File: src/rtl/xcs_pkg.sv
package xcs_pkg;

   typedef enum logic {
      CYC_STD = 1'b0,
      CYC_X2  = 1'b1
   } cyc_mode_e;

   // length of one strobe pulse in clocks
   function automatic int quarter_len(input int clocks);
      return clocks / 4;
   endfunction

   // phase at which the second pulse starts
   function automatic int half_len(input int clocks);
      return clocks / 2;
   endfunction

endpackage

File: src/rtl/xcs_phase_ctr.sv
module xcs_phase_ctr
   import xcs_pkg::*;
#(
   parameter int CLK_STD = 12,
   parameter int CLK_X2  = 6,
   parameter int PH_W    = 4
) (
   input  logic            clk_i,
   input  logic            rst_ni,
   input  logic            turbo_i,
   output logic            start_o,
   output logic [PH_W-1:0] phase_n_o,
   output cyc_mode_e       mode_n_o
);

   localparam logic [PH_W-1:0] LAST_STD = PH_W'(CLK_STD - 1);
   localparam logic [PH_W-1:0] LAST_X2  = PH_W'(CLK_X2 - 1);

   logic [PH_W-1:0] phase_q;
   cyc_mode_e       mode_q;
   logic [PH_W-1:0] last_ph;

   always_comb begin
      last_ph   = (mode_q == CYC_X2) ? LAST_X2 : LAST_STD;
      start_o   = (phase_q == last_ph);
      phase_n_o = start_o ? '0 : phase_q + 1'b1;
      if (start_o) begin
         mode_n_o = turbo_i ? CYC_X2 : CYC_STD;
      end else begin
         mode_n_o = mode_q;
      end
   end

   always_ff @(posedge clk_i) begin
      if (!rst_ni) begin
         phase_q <= LAST_STD;
         mode_q  <= CYC_STD;
      end else begin
         phase_q <= phase_n_o;
         mode_q  <= mode_n_o;
      end
   end

   // a standard cycle advances one phase per clock until its last phase
   assert_std_step_R2: assert property (@(posedge clk_i) disable iff (!rst_ni)
      (mode_q == CYC_STD && phase_q != LAST_STD) |=> (phase_q == $past(phase_q) + 1'b1))
      else $error("standard phase did not advance");

   // a double-speed cycle never leaves its six phases
   assert_x2_range_R3: assert property (@(posedge clk_i) disable iff (!rst_ni)
      (mode_q == CYC_X2) |-> (phase_q <= LAST_X2))
      else $error("double-speed phase out of range");

endmodule

File: src/rtl/xcs_fetch_decode.sv
module xcs_fetch_decode #(
   parameter int ADDR_W       = 16,
   parameter int INT_BYTES    = 32768,
   parameter bit HAS_PIN_LOCK = 1'b1
) (
   input  logic              clk_i,
   input  logic              rst_ni,
   input  logic              lock_i,
   input  logic              xacc_ni,
   input  logic [ADDR_W-1:0] addr_i,
   output logic              ext_o
);

   localparam int              CMP_W   = ADDR_W + 1;
   localparam logic [CMP_W-1:0] INT_TOP = CMP_W'(INT_BYTES);

   logic above_int;
   logic acc_eff_n;

   assign above_int = ({1'b0, addr_i} >= INT_TOP);

   generate
      if (HAS_PIN_LOCK) begin : g_lock
         logic pin_held;

         // loads only while reset is applied: last reset clock wins
         always_ff @(posedge clk_i) begin
            if (!rst_ni) begin
               pin_held <= xacc_ni;
            end
         end

         assign acc_eff_n = lock_i ? pin_held : xacc_ni;

         // under lock the decision does not follow the live pin
         assert_lock_ignores_pin_R7: assert property (@(posedge clk_i) disable iff (!rst_ni)
            ($past(rst_ni) && lock_i && $stable(lock_i) && $stable(addr_i)) |-> $stable(ext_o))
            else $error("locked decision moved with the pin");
      end else begin : g_free
         assign acc_eff_n = xacc_ni;
      end
   endgenerate

   assign ext_o = !acc_eff_n || above_int;

   // a low live pin without lock always means off-chip
   assert_low_pin_ext_R6: assert property (@(posedge clk_i) disable iff (!rst_ni)
      (!xacc_ni && !lock_i) |-> ext_o)
      else $error("low pin gave internal fetch");

endmodule

File: src/rtl/xcs_strobe_shaper.sv
module xcs_strobe_shaper
   import xcs_pkg::*;
#(
   parameter int CLK_STD = 12,
   parameter int CLK_X2  = 6,
   parameter int PH_W    = 4
) (
   input  logic            clk_i,
   input  logic            rst_ni,
   input  logic            start_i,
   input  logic [PH_W-1:0] phase_n_i,
   input  cyc_mode_e       mode_n_i,
   input  logic            data_i,
   input  logic            ext_i,
   output logic            strobe_no,
   output logic            ext_o
);

   localparam logic [PH_W-1:0] Q_STD  = PH_W'(quarter_len(CLK_STD));
   localparam logic [PH_W-1:0] H_STD  = PH_W'(half_len(CLK_STD));
   localparam logic [PH_W-1:0] HQ_STD = PH_W'(half_len(CLK_STD) + quarter_len(CLK_STD));
   localparam logic [PH_W-1:0] Q_X2   = PH_W'(quarter_len(CLK_X2));
   localparam logic [PH_W-1:0] H_X2   = PH_W'(half_len(CLK_X2));
   localparam logic [PH_W-1:0] HQ_X2  = PH_W'(half_len(CLK_X2) + quarter_len(CLK_X2));

   logic            data_q, ext_q, strobe_q;
   logic            data_n, ext_n, strobe_d;
   logic [PH_W-1:0] q_end, h_beg, h_end;
   logic            in_pulse;

   always_comb begin
      if (mode_n_i == CYC_X2) begin
         q_end = Q_X2;
         h_beg = H_X2;
         h_end = HQ_X2;
      end else begin
         q_end = Q_STD;
         h_beg = H_STD;
         h_end = HQ_STD;
      end
      in_pulse = (phase_n_i < q_end) || ((phase_n_i >= h_beg) && (phase_n_i < h_end));
      data_n   = start_i ? data_i : data_q;
      ext_n    = start_i ? ext_i  : ext_q;
      strobe_d = !(in_pulse && ext_n && !data_n);
   end

   always_ff @(posedge clk_i) begin
      if (!rst_ni) begin
         data_q   <= 1'b0;
         ext_q    <= 1'b0;
         strobe_q <= 1'b1;
      end else begin
         data_q   <= data_n;
         ext_q    <= ext_n;
         strobe_q <= strobe_d;
      end
   end

   assign strobe_no = strobe_q;
   assign ext_o     = ext_q;

   // checker: falling strobe edges within the current machine cycle
   logic       fall_now;
   logic [1:0] fall_cnt;

   assign fall_now = strobe_q && !strobe_d;

   always_ff @(posedge clk_i) begin
      if (!rst_ni) begin
         fall_cnt <= 2'd0;
      end else if (start_i) begin
         fall_cnt <= {1'b0, fall_now};
      end else if (fall_now && fall_cnt != 2'd3) begin
         fall_cnt <= fall_cnt + 2'd1;
      end
   end

   // reset forces the strobe high and the decision internal
   assert_reset_idle_R1: assert property (@(posedge clk_i)
      !rst_ni |=> (strobe_q && !ext_q))
      else $error("strobe not idle after reset");

   // data-access cycles keep the strobe high
   assert_data_quiet_R4: assert property (@(posedge clk_i) disable iff (!rst_ni)
      data_q |-> strobe_q)
      else $error("strobe low in a data cycle");

   // internal fetch cycles keep the strobe high
   assert_int_quiet_R5: assert property (@(posedge clk_i) disable iff (!rst_ni)
      !ext_q |-> strobe_q)
      else $error("strobe low on an internal fetch");

   // an active cycle ends with exactly two falling edges
   assert_two_pulses_R8: assert property (@(posedge clk_i) disable iff (!rst_ni)
      (start_i && ext_q && !data_q) |-> (fall_cnt == 2'd2))
      else $error("active cycle without two strobe pulses");

   // a suppressed cycle ends with none
   assert_no_pulse_R8: assert property (@(posedge clk_i) disable iff (!rst_ni)
      (start_i && (!ext_q || data_q)) |-> (fall_cnt == 2'd0))
      else $error("suppressed cycle produced a pulse");

endmodule

File: src/rtl/xcode_strobe_gen.sv
module xcode_strobe_gen
   import xcs_pkg::*;
#(
   parameter int ADDR_W       = 16,
   parameter int INT_BYTES    = 32768,
   parameter int CLK_STD      = 12,
   parameter int CLK_X2       = 6,
   parameter bit HAS_PIN_LOCK = 1'b1
) (
   input  logic              clk_i,
   input  logic              rst_ni,
   input  logic              turbo_i,
   input  logic              xdata_cyc_i,
   input  logic [ADDR_W-1:0] fetch_addr_i,
   input  logic              xacc_ni,
   input  logic              pin_lock_i,
   output logic              strobe_no,
   output logic              fetch_ext_o
);

   localparam int PH_W = $clog2(CLK_STD);

   generate
      if (CLK_STD < 4 || (CLK_STD % 2) != 0) begin : g_bad_std
         $error("CLK_STD must be even and at least 4");
      end
      if (CLK_X2 < 4 || (CLK_X2 % 2) != 0 || CLK_X2 > CLK_STD) begin : g_bad_x2
         $error("CLK_X2 must be even, at least 4 and not above CLK_STD");
      end
      if (ADDR_W < 8 || ADDR_W > 32) begin : g_bad_aw
         $error("ADDR_W must lie between 8 and 32");
      end
      if (INT_BYTES < 1 || INT_BYTES > (1 << ADDR_W)) begin : g_bad_int
         $error("INT_BYTES must fit the address space");
      end
   endgenerate

   logic            cyc_start;
   logic [PH_W-1:0] phase_n;
   cyc_mode_e       mode_n;
   logic            ext_dec;

   xcs_phase_ctr #(
      .CLK_STD (CLK_STD),
      .CLK_X2  (CLK_X2),
      .PH_W    (PH_W)
   ) u_phase (
      .clk_i     (clk_i),
      .rst_ni    (rst_ni),
      .turbo_i   (turbo_i),
      .start_o   (cyc_start),
      .phase_n_o (phase_n),
      .mode_n_o  (mode_n)
   );

   xcs_fetch_decode #(
      .ADDR_W       (ADDR_W),
      .INT_BYTES    (INT_BYTES),
      .HAS_PIN_LOCK (HAS_PIN_LOCK)
   ) u_decode (
      .clk_i   (clk_i),
      .rst_ni  (rst_ni),
      .lock_i  (pin_lock_i),
      .xacc_ni (xacc_ni),
      .addr_i  (fetch_addr_i),
      .ext_o   (ext_dec)
   );

   xcs_strobe_shaper #(
      .CLK_STD (CLK_STD),
      .CLK_X2  (CLK_X2),
      .PH_W    (PH_W)
   ) u_shaper (
      .clk_i     (clk_i),
      .rst_ni    (rst_ni),
      .start_i   (cyc_start),
      .phase_n_i (phase_n),
      .mode_n_i  (mode_n),
      .data_i    (xdata_cyc_i),
      .ext_i     (ext_dec),
      .strobe_no (strobe_no),
      .ext_o     (fetch_ext_o)
   );

endmodule

File: config.mk
export PLATFORM = sky130hd
export DESIGN_NAME = xcode_strobe_gen
export DESIGN_NICKNAME = d
export VERILOG_FILES = /design/src/rtl/xcs_pkg.sv /design/src/rtl/xcs_phase_ctr.sv /design/src/rtl/xcs_fetch_decode.sv /design/src/rtl/xcs_strobe_shaper.sv /design/src/rtl/xcode_strobe_gen.sv
export SDC_FILE = /design/constraint.sdc
export NUM_CORES = 1
export LEC_CHECK = 0
export ABC_CLOCK_PERIOD_IN_PS = 5000
export CORE_MARGIN = 4
export CORE_UTILIZATION = 43
export CTS_CLUSTER_DIAMETER = 200
export DETAILED_ROUTE_END_ITERATION = 12
export PLACE_DENSITY = 0.81
export SYNTH_ARGS = -nofsm -noshare
export SYNTH_HDL_FRONTEND = slang
export SYNTH_HIERARCHICAL = 1
export SYNTH_SLANG_ARGS = --single-unit
File: constraint.sdc
create_clock -name clk_i -period 5 [get_ports clk_i]
set_input_delay 0.5 -clock clk_i [delete_from_list [all_inputs] [get_ports clk_i]]
set_output_delay 0.5 -clock clk_i [all_outputs]
set_load 0.01 [all_outputs]
==> results of run 1 <==
-- power groups by stage --
| stage | combinational (mW) | sequential (mW) | clock [mW] |
|---|---|---|---|
| floorplan | 0.0717 | 0.0941 | 0 |
| global placement | 0.0948 | 0.0954 | 0 |
| detailed placement | 0.101 | 0.0962 | 0 |
| CTS | 0.101 | 0.0946 | 0.0596 |
| global route | 0.116 | 0.0969 | 0.0624 |
| finish | 0.101 | 0.0947 | 0.0570 |
-- layer usage --
layer	GRT usage	up-vias	part of all wire	wire, um
met2	0.221	4	0.52	592
met5	0	-	0	0
met3	0.0610	2	0.020	23
li1	-	242	-	-
met1	0.139	213	0.44	501
met4	0.102	0	0.0089	10
-- cell usage in the layout, fill, tap and decap left out, drive strengths merged, types with 2 or more instances in the layout --
cell type      instances
nor2b                  2
nand2b                 2
mux2i                  3
or4bb                  2
clkdlybuf4s50          8
o21ai                  5
ha                     7
nor2                   2
inv                    6
nand2                  4
o211ai                 2
and4b                  2
clkbuf                 4
dfxtp                  8
-- synth_stat cells, drive strengths merged --
master,number
nand2b,2
a21boi,1
and4b,2
or2,1
o21ai,5
ha,7
nor3,1
nor2,2
nor2b,2
edfxtp,1
a21oi,1
o22ai,1
a2111oi,1
and2,1
or2b,1
nor3b,1
o31ai,1
a311oi,1
or4bb,2
and4bb,1
mux2i,3
inv,6
and2b,1
dfxtp,8
o211ai,2
nand2,4
-- final cells by class --
class	count	share of cell area
multi-input cells	44	0.513
flip-flops and latches	9	0.275
repair buffers	8	0.116
clock buffers	4	0.0380
inverters	6	0.0326
well taps	14	0.0254
-- logic make-up after synthesis --
logic type | Yosys count | share of synthesized area
muxes | 3 | 0.0530
buffers and inverters | 6 | 0.0397
AOI/OAI and AO/OA | 13 | 0.161
adders and majority gates | 7 | 0.155
DFF | 9 | 0.336
and+or+nand+nor | 21 | 0.256
-- registers in the layout (all words and copies together) (netlist names) --
name,cells
u_phase/phase_q,4
u_shaper/data_q,1
u_shaper/strobe_no,1
u_shaper/ext_o,1
u_decode/g_lock.pin_held,1
u_phase/mode_q,1
-- critical path, delay by kind of cell, from the launching register on --
family	cells	cell delay [ns]
AND/OR/NAND/NOR	2	0.66
adder cells (fa/ha/maj)	1	0.32
flip-flops	1	0.41
AO/OA/AOI/OAI	3	0.88
-- worst max-delay path by stage --
stage                         end  depth (start not counted)          startpoint  slack, ns
5_1_grt        u_shaper/strobe_no                          6  u_phase/phase_q[3]       2.48
2_1_floorplan  u_shaper/strobe_no                          6  u_phase/phase_q[3]       2.92
3_3_place_gp   u_shaper/strobe_no                         10             turbo_i       2.50
6_report       u_shaper/strobe_no                          6  u_phase/phase_q[3]       2.60
4_1_cts        u_shaper/strobe_no                          6  u_phase/phase_q[3]       2.59
3_5_place_dp   u_shaper/strobe_no                          7             turbo_i       2.42
==> metrics.md, run 1 <==
| Metric | Value |
|---|---|
| Post-DP HPWL | 876 um |
| Syn. warnings | 6 |
| Hold slack | about 0.48 ns |
| Top cell type's share of synthesized area | 0.283 |
| Crit start category | flop |
| Htree depth | 1 |
| Final Power | 253 uW |
| Slowest-stage cell, CP | or4bb_1 |
| WP data arrival | 2.54 ns |
| CTS tree | built |
| Num CTS Buffers | 3 |
| Setup violators final | 0 |
| Root buffer cell | clkbuf_4 |
| Setup TNS | 0 ns |
| Setup bufs post-CTS | 0 |
| Fin cells | 85 |
| Worst-path clk slew | around 0.060 ns |
| WHS Endpoint | u_phase/phase_q[0] |
| Final Skew | 0.00439 ns |
| Footprint of the multi-input gates | between 300 and 400 sq um |
| Max Freq | ~0.42 GHz |
| Initial antenna violation count | 0 |
| DR iter-0 viols | 6 |
| Vias per cell | ~5.4 |
| CP peak stage delay | approximately 0.53 ns |
| Flops & latches, synth | 9 |
| Diode count | 0 |
| Setup Crit Path Kind | reg2reg |
| Placed Area | roughly 660 sq um |
| Max-cap violations | 0 |
| Die Ht | 44.3 um |
| Syn nets | 88 |
| WL/cell | 13.3 um |
| Final hold vios | 0 |
| Peak supply drop | 0.000230 V |
| Global Route Usage Sum | 0.137 |
| Cell taking the most area after synthesis | dfxtp_1 |
| Vias in the first global route | approximately 460 |
| Worst Tran Pin Value | 0.443 ns |
| Total clock sinks | 9 |
| NetSw | 89.3 uW |
| Die width | 44.3 um |
| Ports | 24 |
| Worst setup margin | between 2 and 3 ns |
| DRC Markers | 0 |
| Cell area after synthesis | 567 sq um |
| Hold Path Class | reg2reg |
| Gpl congestion | 0.692 |
| Crit share post-route | 0.480 |
| GRT Residual Overflow | 0 |
| Cells along the critical path | or4bb_1 -> a21oi_2 -> nor2_1 -> ha_1 -> a2111oi_0 -> o211ai_1 |
| Sw Share | 0.353 |
| FF+latch area | 190 sq um |
| Fin nets | 101 |
| Final instance area | 691 sq um |
| Port Buffer Count | 8 |
| Internal | 163 uW |
| LEAKAGE | 0.298 nW |
| FF-to-FF setup slack | between 2 and 3 ns |
| Pwr Density | 366 nW/um^2 |
| Via count | 461 |
| Core area | 1170 sq um |
| CTS max path bufs | 2 |
| Mapped Cells | 59 |
| Initial Util | 0.484 |
| WHS Path Cells | 1 |
| Max-slew headroom | 0.697 |
| Sequential Power Share | 0.375 |
| Syn Area/Cell | around 9.6 sq um |
| Die footprint | 1960 sq um |
| Dpl ws | between 2 and 2.5 ns |
| Area contributors post-synth | dfxtp_1 28%, ha_1 15%, mux2i_1 5.3% |
| ANT nets after route | 0 |
| Number of hold buffers added after CTS | 0 |
| Fin util | 0.590 |
| Clock share of power | 0.226 |
| Tmin final | ~2.4 ns |
| Layout cells sized above 1 | 0.113 |
| Drt first pass iters | 4 |
| Fillers | approximately 110 |
| CP required | between 5 and 6 ns |
| Largest net degree at the start of global routing | 9 |
| Distinct cells, synth | 27 |
| Worst-Skew Late Latency | 0.27 ns |
| Gates resized, CTS repair | 0 |
| RSZ-0062 raised after global routing | false |
| Peak fanout along the critical path | 7 |
| Outcome | completed |
| RR Startpoint | u_phase/phase_q[3] |
| Row Count | 12 |
| Comb pwr share | 0.399 |
| Placed cells | 81 |
| Layout area overhead | 21.9% |
| Register area share after synthesis | 0.336 |
| Routed wire length | between 1000 and 1500 um |
| Critical Path End Type | flop |
| First-pass GRT wire length | around 1900 um |
| Reg2reg end | u_shaper/strobe_no |
| Reg2Reg Depth | 6 |
| Fin. max-slew vios | 0 |
| Worst hold start | u_phase/phase_q[0] |
No activity file was read; power rests on OpenSTA's default activity.
==> run 2, diff against run 1 <==
Settings changed: ABC_CLOCK_PERIOD_IN_PS 5000 to 2100, CORE_UTILIZATION 43 to 36, PLACE_DENSITY 0.81 to 0.72.
Clock period 5 ns to 2.1 ns, I/O delays scaled along.
==> metrics.md, run 2 (same netlist as run 1, synthesis figures left out) <==
| Metric | Value |
|---|---|
| Setup violators final | 0 |
| Global Route Usage Sum | 0.121 |
| Max-cap violations | 0 |
| Max Freq | 0.506 GHz |
| Setup bufs post-CTS | 0 |
| Crit share post-route | 0.942 |
| Initial Util | 0.381 |
| Layout cells sized above 1 | 0.329 |
| Setup Crit Path Kind | reg2reg |
| Crit start category | flop |
| Worst-path clk slew | 0.06 ns |
| Fin nets | around 110 |
| Gates resized, CTS repair | 0 |
| Placed cells | 94 |
| Setup TNS | 0 ns |
| Worst setup margin | 0.123 ns |
| Setup crit end | u_shaper/strobe_no |
| Num CTS Buffers | 3 |
| Number of hold buffers added after CTS | 0 |
| Peak supply drop | 0.000490 V |
| Critical Path End Type | flop |
| CP required | 2.23 ns |
| Reg2reg end | u_shaper/strobe_no |
| Most common cell after layout, fill and taps aside | buf_4 |
| Core area | 1490 sq um |
| Reg2Reg Depth | 6 |
| CTS tree | built |
| Htree depth | 1 |
| Row Count | 14 |
| Diode count | 0 |
| Placed Area | 749 sq um |
| Ports | 24 |
| Worst Tran Pin Value | about 0.28 ns |
| Final Skew | 0.00410 ns |
| ANT nets after route | 0 |
| CP Launch Point | u_phase/phase_q[3] |
| Final instance area | 812 sq um |
| Port Buffer Count | 8 |
| First-pass GRT wire length | ~2000 um |
| DRC Markers | 0 |
| Dpl ws | -0.139 ns |
| Vias per cell | between 5 and 6 |
| Top reg by flops | u_phase/phase_q |
| RR Startpoint | u_phase/phase_q[3] |
| Fin cells | 98 |
| Die width | 47.7 um |
| Tmin final | 1.98 ns |
| Drt first pass iters | 4 |
| DR iter-0 viols | 10 |
| GRT Residual Overflow | 0 |
| Fin util | 0.545 |
| Via count | 500 |
| Root buffer cell | clkbuf_4 |
| Die footprint | between 2000 and 2500 sq um |
| Fillers | around 140 |
| Total clock sinks | 9 |
| LEAKAGE | 0.368 nW |
| Largest net degree at the start of global routing | 9 |
| WP data arrival | 2.11 ns |
| Die Ht | 47.7 um |
| Fin. max-slew vios | 0 |
| Initial antenna violation count | 0 |
| Largest register FFs | 4 |
| Post-DP HPWL | 983 um |
| Pwr Density | 861 nW/um^2 |
| CTS max path bufs | 2 |
| Commonest cells after routing, fill and taps aside | 11 x buf_4, 8 x clkdlybuf4s50_1, 7 x ha_1, 7 x dfxtp_1, 6 x inv_1 |
| Outcome | completed |
| Worst-Skew Late Latency | 0.25 ns |
| Hold Path Class | reg2reg |
| Vias in the first global route | 490 |
| Layout area overhead | 43.3% |
| Peak fanout along the critical path | 3 |
| Routed wire length | 1230 um |
| Gpl congestion | 0.643 |
| Final hold vios | 0 |
| Worst hold start | u_phase/phase_q[0] |
| Max-slew headroom | 0.816 |
| FF-to-FF setup slack | roughly 0.12 ns |
| WL/cell | 12.6 um |
==> run 2: worst min path at each step <==
stage,depth (start not counted),slack [ns],end
CTS,1,0.46,u_phase/phase_q[0]
detailed placement,1,0.45,u_phase/phase_q[0]
finish,1,0.47,u_phase/phase_q[0]
global placement,1,0.44,u_phase/phase_q[0]
floorplan,1,0.27,u_phase/phase_q[1]
global route,1,0.48,u_phase/phase_q[0]
==> run 2: report_power, final <==
part | switching (mW) | internal [mW]
Sequential | 0.0173 | 0.201
Combinational | 0.162 | 0.187
Clock | 0.0591 | 0.0731
==> run 2: area by class of cell <==
class | count | area, sq um | area share
Multi-Input combinational cell | 44 | 389 | 0.479
Sequential cell | 9 | 191 | 0.236
Timing Repair Buffer | 19 | 163 | 0.200
Clock buffer | 4 | 26.3 | 0.0324
Inverter | 6 | 22.5 | 0.0277
Tap cell | 16 | 20.0 | 0.0247
==> run 2: stage by stage <==
stage | hold WS [ns] | total power [mW]
detailed placement | 0.448 | 0.530
finish | 0.470 | 0.699
global route | 0.482 | 0.758
global placement | 0.440 | 0.516
floorplan | 0.269 | 0.395
CTS | 0.461 | 0.666
==> run 2: layer usage <==
metal	wire, um	global-route usage	vias up
met1	551	0.151	237
met3	4	0.0113	0
li1	-	-	261
met5	0	0	-
met4	0	0.0323	0
met2	677	0.219	2
==> run 2: worst max-delay path: stages, from the launching register on <==
cell,delay [ns]
dfxtp_1,0.36
or4bb_1,0.50
a21oi_2,0.17
nor2_1,0.08
ha_1,0.31
a2111oi_2,0.30
o211ai_1,0.14
